===== src/rtl/col_seq_pkg.sv =====
package col_seq_pkg;

   localparam logic [2:0] LEN_1    = 3'd0;
   localparam logic [2:0] LEN_2    = 3'd1;
   localparam logic [2:0] LEN_4    = 3'd2;
   localparam logic [2:0] LEN_8    = 3'd3;
   localparam logic [2:0] LEN_PAGE = 3'd7;

   typedef enum logic {
      ORD_SEQ   = 1'b0,
      ORD_INTLV = 1'b1
   } order_e;

   // Decoded burst shape: page = open-ended full row, lg = log2 of fixed beat count
   typedef struct packed {
      logic       page;
      logic [1:0] lg;
      order_e     ord;
   } burst_cfg_t;

endpackage


===== src/rtl/burst_decode.sv =====
module burst_decode
   import col_seq_pkg::*;
#(
   parameter bit INTLV_EN = 1'b1
) (
   input  logic [2:0] len_code_i,
   input  logic       order_i,
   output burst_cfg_t cfg_o
);

   logic   code_fixed;
   order_e ord_eff;

   assign code_fixed = (len_code_i[2] == 1'b0);

   generate
      if (INTLV_EN) begin : g_intlv
         assign ord_eff = order_e'(order_i);
      end else begin : g_seq_only
         assign ord_eff = ORD_SEQ;
      end
   endgenerate

   always_comb begin
      cfg_o.ord  = ord_eff;
      cfg_o.page = 1'b0;
      cfg_o.lg   = 2'd0;
      if (code_fixed) begin
         cfg_o.lg = len_code_i[1:0];
      end else if (len_code_i == LEN_PAGE && ord_eff == ORD_SEQ) begin
         cfg_o.page = 1'b1;
      end
      // reserved codes and page+interleave fall through to one beat
   end

endmodule


===== src/rtl/col_gen.sv =====
module col_gen
   import col_seq_pkg::*;
#(
   parameter int COL_W = 9
) (
   input  logic [COL_W-1:0] base_i,
   input  logic [COL_W-1:0] cnt_i,
   input  burst_cfg_t       cfg_i,
   output logic [COL_W-1:0] mask_o,
   output logic [COL_W-1:0] col_o
);

   logic [COL_W-1:0] low_bits;

   generate
      for (genvar i = 0; i < COL_W; i++) begin : g_mask
         assign mask_o[i] = cfg_i.page | (i < (1 << cfg_i.lg) - 1 + 0 ? (i < 32'(cfg_i.lg)) : 1'b0);
      end
   endgenerate

   always_comb begin
      if (cfg_i.ord == ORD_INTLV) low_bits = base_i ^ cnt_i;
      else                        low_bits = base_i + cnt_i;
      col_o = (base_i & ~mask_o) | (low_bits & mask_o);
   end

endmodule


===== src/rtl/beat_ctrl.sv =====
module beat_ctrl #(
   parameter int COL_W = 9
) (
   input  logic             clk,
   input  logic             rst_n,
   input  logic             start_i,
   input  logic             term_i,
   input  logic             final_i,
   output logic             valid_o,
   output logic [COL_W-1:0] cnt_o
);

   always_ff @(posedge clk) begin
      if (!rst_n) begin
         valid_o <= 1'b0;
         cnt_o   <= '0;
      end else if (start_i) begin
         valid_o <= 1'b1;
         cnt_o   <= '0;
      end else if (valid_o && (term_i || final_i)) begin
         valid_o <= 1'b0;
         cnt_o   <= '0;
      end else if (valid_o) begin
         cnt_o   <= cnt_o + 1'b1;
      end
   end

endmodule


===== src/rtl/sdram_col_seq.sv =====
module sdram_col_seq
   import col_seq_pkg::*;
#(
   parameter int COL_W    = 9,
   parameter bit INTLV_EN = 1'b1
) (
   input  logic             clk,
   input  logic             rst_n,
   input  logic             start_i,
   input  logic [COL_W-1:0] start_col_i,
   input  logic [2:0]       len_code_i,
   input  logic             order_i,
   input  logic             term_i,
   output logic [COL_W-1:0] col_o,
   output logic             valid_o,
   output logic             last_o
);

   localparam int MAX_FIXED = 8;
   localparam int FIXED_LG  = $clog2(MAX_FIXED);

   generate
      if (COL_W < FIXED_LG + 1) begin : g_bad_width
         $error("sdram_col_seq: COL_W must hold an aligned 8-beat block");
      end
   endgenerate

   burst_cfg_t       cfg_new, cfg_q;
   logic [COL_W-1:0] base_q;
   logic [COL_W-1:0] cnt;
   logic [COL_W-1:0] blk_mask;
   logic             final_beat;

   burst_decode #(.INTLV_EN(INTLV_EN)) u_dec (
      .len_code_i (len_code_i),
      .order_i    (order_i),
      .cfg_o      (cfg_new)
   );

   always_ff @(posedge clk) begin
      if (!rst_n) begin
         base_q <= '0;
         cfg_q  <= '0;
      end else if (start_i) begin
         base_q <= start_col_i;
         cfg_q  <= cfg_new;
      end
   end

   beat_ctrl #(.COL_W(COL_W)) u_ctl (
      .clk     (clk),
      .rst_n   (rst_n),
      .start_i (start_i),
      .term_i  (term_i),
      .final_i (final_beat),
      .valid_o (valid_o),
      .cnt_o   (cnt)
   );

   col_gen #(.COL_W(COL_W)) u_gen (
      .base_i (base_q),
      .cnt_i  (cnt),
      .cfg_i  (cfg_q),
      .mask_o (blk_mask),
      .col_o  (col_o)
   );

   assign final_beat = ~cfg_q.page & (cnt == blk_mask);
   assign last_o     = valid_o & final_beat;

endmodule


===== config.mk =====
export PLATFORM = sky130hd
export DESIGN_NAME = sdram_col_seq
export DESIGN_NICKNAME = d
export VERILOG_FILES = /design/src/rtl/col_seq_pkg.sv /design/src/rtl/burst_decode.sv /design/src/rtl/col_gen.sv /design/src/rtl/beat_ctrl.sv /design/src/rtl/sdram_col_seq.sv
export SDC_FILE = /design/constraint.sdc
export NUM_CORES = 1
export LEC_CHECK = 0
export BUFFER_PORTS_ARGS = -buffer_cell sky130_fd_sc_hd__buf_2
export CAP_MARGIN = 20
export CORE_MARGIN = 5
export CORE_UTILIZATION = 58
export CTS_BUF_LIST = sky130_fd_sc_hd__clkbuf_4 sky130_fd_sc_hd__clkbuf_8
export DETAILED_ROUTE_END_ITERATION = 8
export PLACE_DENSITY = 0.89
export RECOVER_POWER = 100
export SLEW_MARGIN = 25
export SYNTH_ARGS = -nofsm -noshare
export SYNTH_HDL_FRONTEND = slang
export SYNTH_HIERARCHICAL = 1
export SYNTH_SLANG_ARGS = --single-unit
export TNS_END_PERCENT = 100

===== constraint.sdc =====
create_clock -name clk -period 2.95 [get_ports clk]
set_input_delay 0.4425 -clock clk [delete_from_list [all_inputs] [get_ports clk]]
set_output_delay 0.4425 -clock clk [all_outputs]
set_load 0.01 [all_outputs]

==> summary.md <==
| Metric | Value |
|---|---|
| Status | `finished clean` |
| ANT nets after route | `0` |
| Leak | `~0.8 nW` |
| Reg2Reg Launch Point | `cfg_q[2]` |
| Initial DRC count | `49` |
| Vias in the first global route | `roughly 1400` |
| Drt pass-1 iters | `4` |
| Crit-path cells | `ha_1, fa_1, nand3_1, a21oi_2, or3_1, o311a_1, xnor2_1, buf_2` |
| Seq. cell area | `~460 um^2` |
| Max-cap violation count | `0` |
| Hold Vio Cnt, Final | `0` |
| Setup CP Type | `reg2out` |
| Filler Cell Count | `266` |
| Area of the multi-input gates | `between 1000 and 1500 um^2` |
| Max-slew headroom | `0.345` |
| DR vias | `approximately 1400` |
| CTS root buffer | `clkbuf_4` |
| Chip width | `~64 um` |
| Worst Setup SP | `u_ctl/cnt_o[0]` |
| Setup_tns | `0 ns` |
| Post-DP HPWL | `approximately 2700 um` |
| Final nets | `roughly 250` |
| Synth warn | `6` |
| Vias/cell | `roughly 5.8` |
| Global Route Usage Sum | `0.177` |
| CTS tree | `yes` |
| Tmin final | `between 2 and 3 ns` |
| Part of the cycle the worst path needs | `0.950` |
| Clk_lat worst skew | `between 0.3 and 0.4 ns` |
| Netlist cell types | `46` |
| Net Sw Power | `0.162 mW` |
| H-tree depth | `1` |
| Row count | `19` |
| Unrepaired setup endpoints after global routing | `no` |
| CTS Buf Count | `3` |
| Area growth, synth to finish | `7.74%` |
| GR Overflow Total | `0` |
| Commonest non-fill, non-tap cells in the layout | `dfxtp_1, buf_2, nor2b_1` |
| Crit-path slowest cell | `dfxtp_1` |
| Post-route DRC | `0` |
| Peak supply drop | `0.000193 V` |
| Clock Power Share | `0.245` |
| DIE AREA | `between 4000 and 5000 um^2` |
| Crit-path max FO | `5` |
| Quantity of I/O buffers inserted on ports | `27` |
| Clock sink count | `23` |
| Core area | `roughly 2800 um^2` |
| CTS hold repair buffers | `0` |
| Register area share after synthesis | `0.269` |
| Worst hold start | `start_col_i[0]` |
| Internal cell power | `approximately 0.42 mW` |
| Ports | `28` |
| CP endpoint kind | `output port` |
| Sequential Power Share | `0.572` |
| Non-filler instance count after layout | `249` |
| Final Skew | `~0.0062 ns` |
| Hold Crit Class | `in2reg` |
| Diode count | `0` |
| Final WL | `3500 um` |
| Cell count after synthesis | `approximately 200` |
| First-pass GRT wire length | `approximately 6000 um` |
| Drt wl/cell | `approximately 14 um` |
| Final Setup Violations | `0` |
| Fmax | `357 MHz` |
| Initial antenna violation count | `0` |
| Power share of the combinational group | `0.182` |
| Max Slew Vio Count | `0` |
| Starting Density | `0.611` |
| Sw frac | `0.275` |
| Syn Nets | `225` |
| Top cell family by delay on the critical path | `adder cells` |
| Buf/Inv on CP | `1` |
| Worst EP required | `about 2.5 ns` |
| Syn_area_per_cell | `8.69 um^2` |
| Die height | `64.3 um` |
| Power Dens Cells | `between 300 and 400 nW/um^2` |
| Power, Total | `a little under 0.6 mW` |
| WP data arrival | `2.36 ns` |
| Slew @ Worst Pin | `just under 1 ns` |
| Clock transition at the registers of the reported paths | `between 0.1 and 0.15 ns` |
| Max stage delay on crit path | `~0.4 ns` |
| DP Cell Count | `245` |
| Largest net degree at the start of global routing | `16` |
| Ratio of cells with drive above 1 in the final layout | `0.183` |
| Synthesized area | `~1700 um^2` |
| Worst Setup Start Kind | `register` |
| CTS Buffer Depth | `2` |
| GPL Wtd Cong | `around 0.87` |
| Most common cell after layout, fill and taps aside | `dfxtp_1` |
| Synth Register Bits | `23` |
## repair_timing
item                       in CTS  in global routing
gates resized for setup         0                  2
buffers inserted                0                  0
setup endpoints to repair       0                  1
## metal layers
layer	global-route usage	vias up	part of all wire
li1	-	737	-
met2	0.312	24	0.50
met4	0.0501	0	0.0094
met1	0.218	676	0.46
met5	0	-	0
met3	0.0350	4	0.033
## path summary, 6_finish.rpt
check	endpoint	slack, ns	depth (start not counted)
max	col_o[8]	0.15	8
min	base_q[0]	0.38	3
max reg2reg	u_ctl/cnt_o[1]	0.33	9
min reg2reg	base_q[4]	0.55	2
## synthesized netlist by cell type (all sizes together)
library cell / instances / share of area
a2111o: 1 / 0.0066
a211oi: 2 / 0.012
a21boi: 1 / 0.0044
a21o: 2 / 0.0088
a21oi: 13 / 0.045
a2bb2oi: 1 / 0.0051
a31oi: 2 / 0.0073
and2b: 2 / 0.010
and4b: 1 / 0.0058
buf: 12 / 0.053
clkbuf: 2 / 0.0044
dfxtp: 23 / 0.27
fa: 1 / 0.012
ha: 10 / 0.073
inv: 8 / 0.018
mux2: 1 / 0.0066
mux2i: 15 / 0.088
nand2: 9 / 0.020
nand2b: 4 / 0.015
nand3: 5 / 0.015
nand3b: 1 / 0.0044
nand4: 6 / 0.029
nand4b: 2 / 0.010
nor2: 12 / 0.026
nor2b: 18 / 0.070
nor3: 1 / 0.0029
nor3b: 1 / 0.0044
nor4: 2 / 0.0073
nor4bb: 1 / 0.0058
o21ai: 9 / 0.026
o21bai: 1 / 0.0044
o221ai: 2 / 0.010
o311a: 2 / 0.012
o32ai: 1 / 0.0051
or2: 1 / 0.0037
or3: 7 / 0.026
or3b: 1 / 0.0051
xnor2: 11 / 0.056
xor2: 3 / 0.015
## power by group through the flow
stage / clock network [mW] / logic, mW / registers (mW)
after floorplan: 0 / 0.0809 / 0.337
after global placement: 0 / 0.103 / 0.342
after detailed placement: 0 / 0.106 / 0.343
after CTS: 0.151 / 0.107 / 0.336
after global routing: 0.167 / 0.120 / 0.338
final: 0.144 / 0.107 / 0.336
## registers in the layout, summed over array words and instances (netlist names)
register,flops
base_q,9
u_ctl/cnt_o,9
cfg_q,4
u_ctl/valid_o,1
## stage by stage
step,setup slack (ns),hold slack (ns),instance area (um^2),utilization
3_3_place_gp,0.435,0.525,1820,0.649
5_1_grt,0.000563,0.378,1850,0.658
6_report,0.149,0.378,1850,0.658
4_1_cts,0.0722,0.371,1850,0.658
3_5_place_dp,0.323,0.535,1820,0.649
2_1_floorplan,0.423,0.499,1710,-
## final cells by class
cell class | instances | share of cell area
Inverter | 8 | 0.0163
Clock inverter | 1 | 0.00271
Multi-Input combinational cell | 152 | 0.613
Timing Repair Buffer | 31 | 0.0854
Clock buffer | 3 | 0.0122
Tap cell | 31 | 0.0210
Sequential cell | 23 | 0.249
## cell families after synthesis
family,count (synthesis),synth area share
AND/OR/NAND/NOR,74,0.260
flip-flops,23,0.269
adder cells (fa/ha/maj),11,0.0847
XOR/XNOR,14,0.0716
multiplexers,16,0.0942
buffers and inverters,22,0.0745
AO/OA/AOI/OAI,37,0.146
## worst reg2reg max path, stage by stage (launching register included)
cell and delay [ns]:
dfxtp_1 0.36, or2_2 0.31, ha_1 0.29, o21ai_1 0.17, nor2b_1 0.07, a2111o_1 0.41
nor4_1 0.34, o21ai_0 0.15, nand3b_1 0.31, nor2_1 0.10
(Power assumes the default switching activity.)
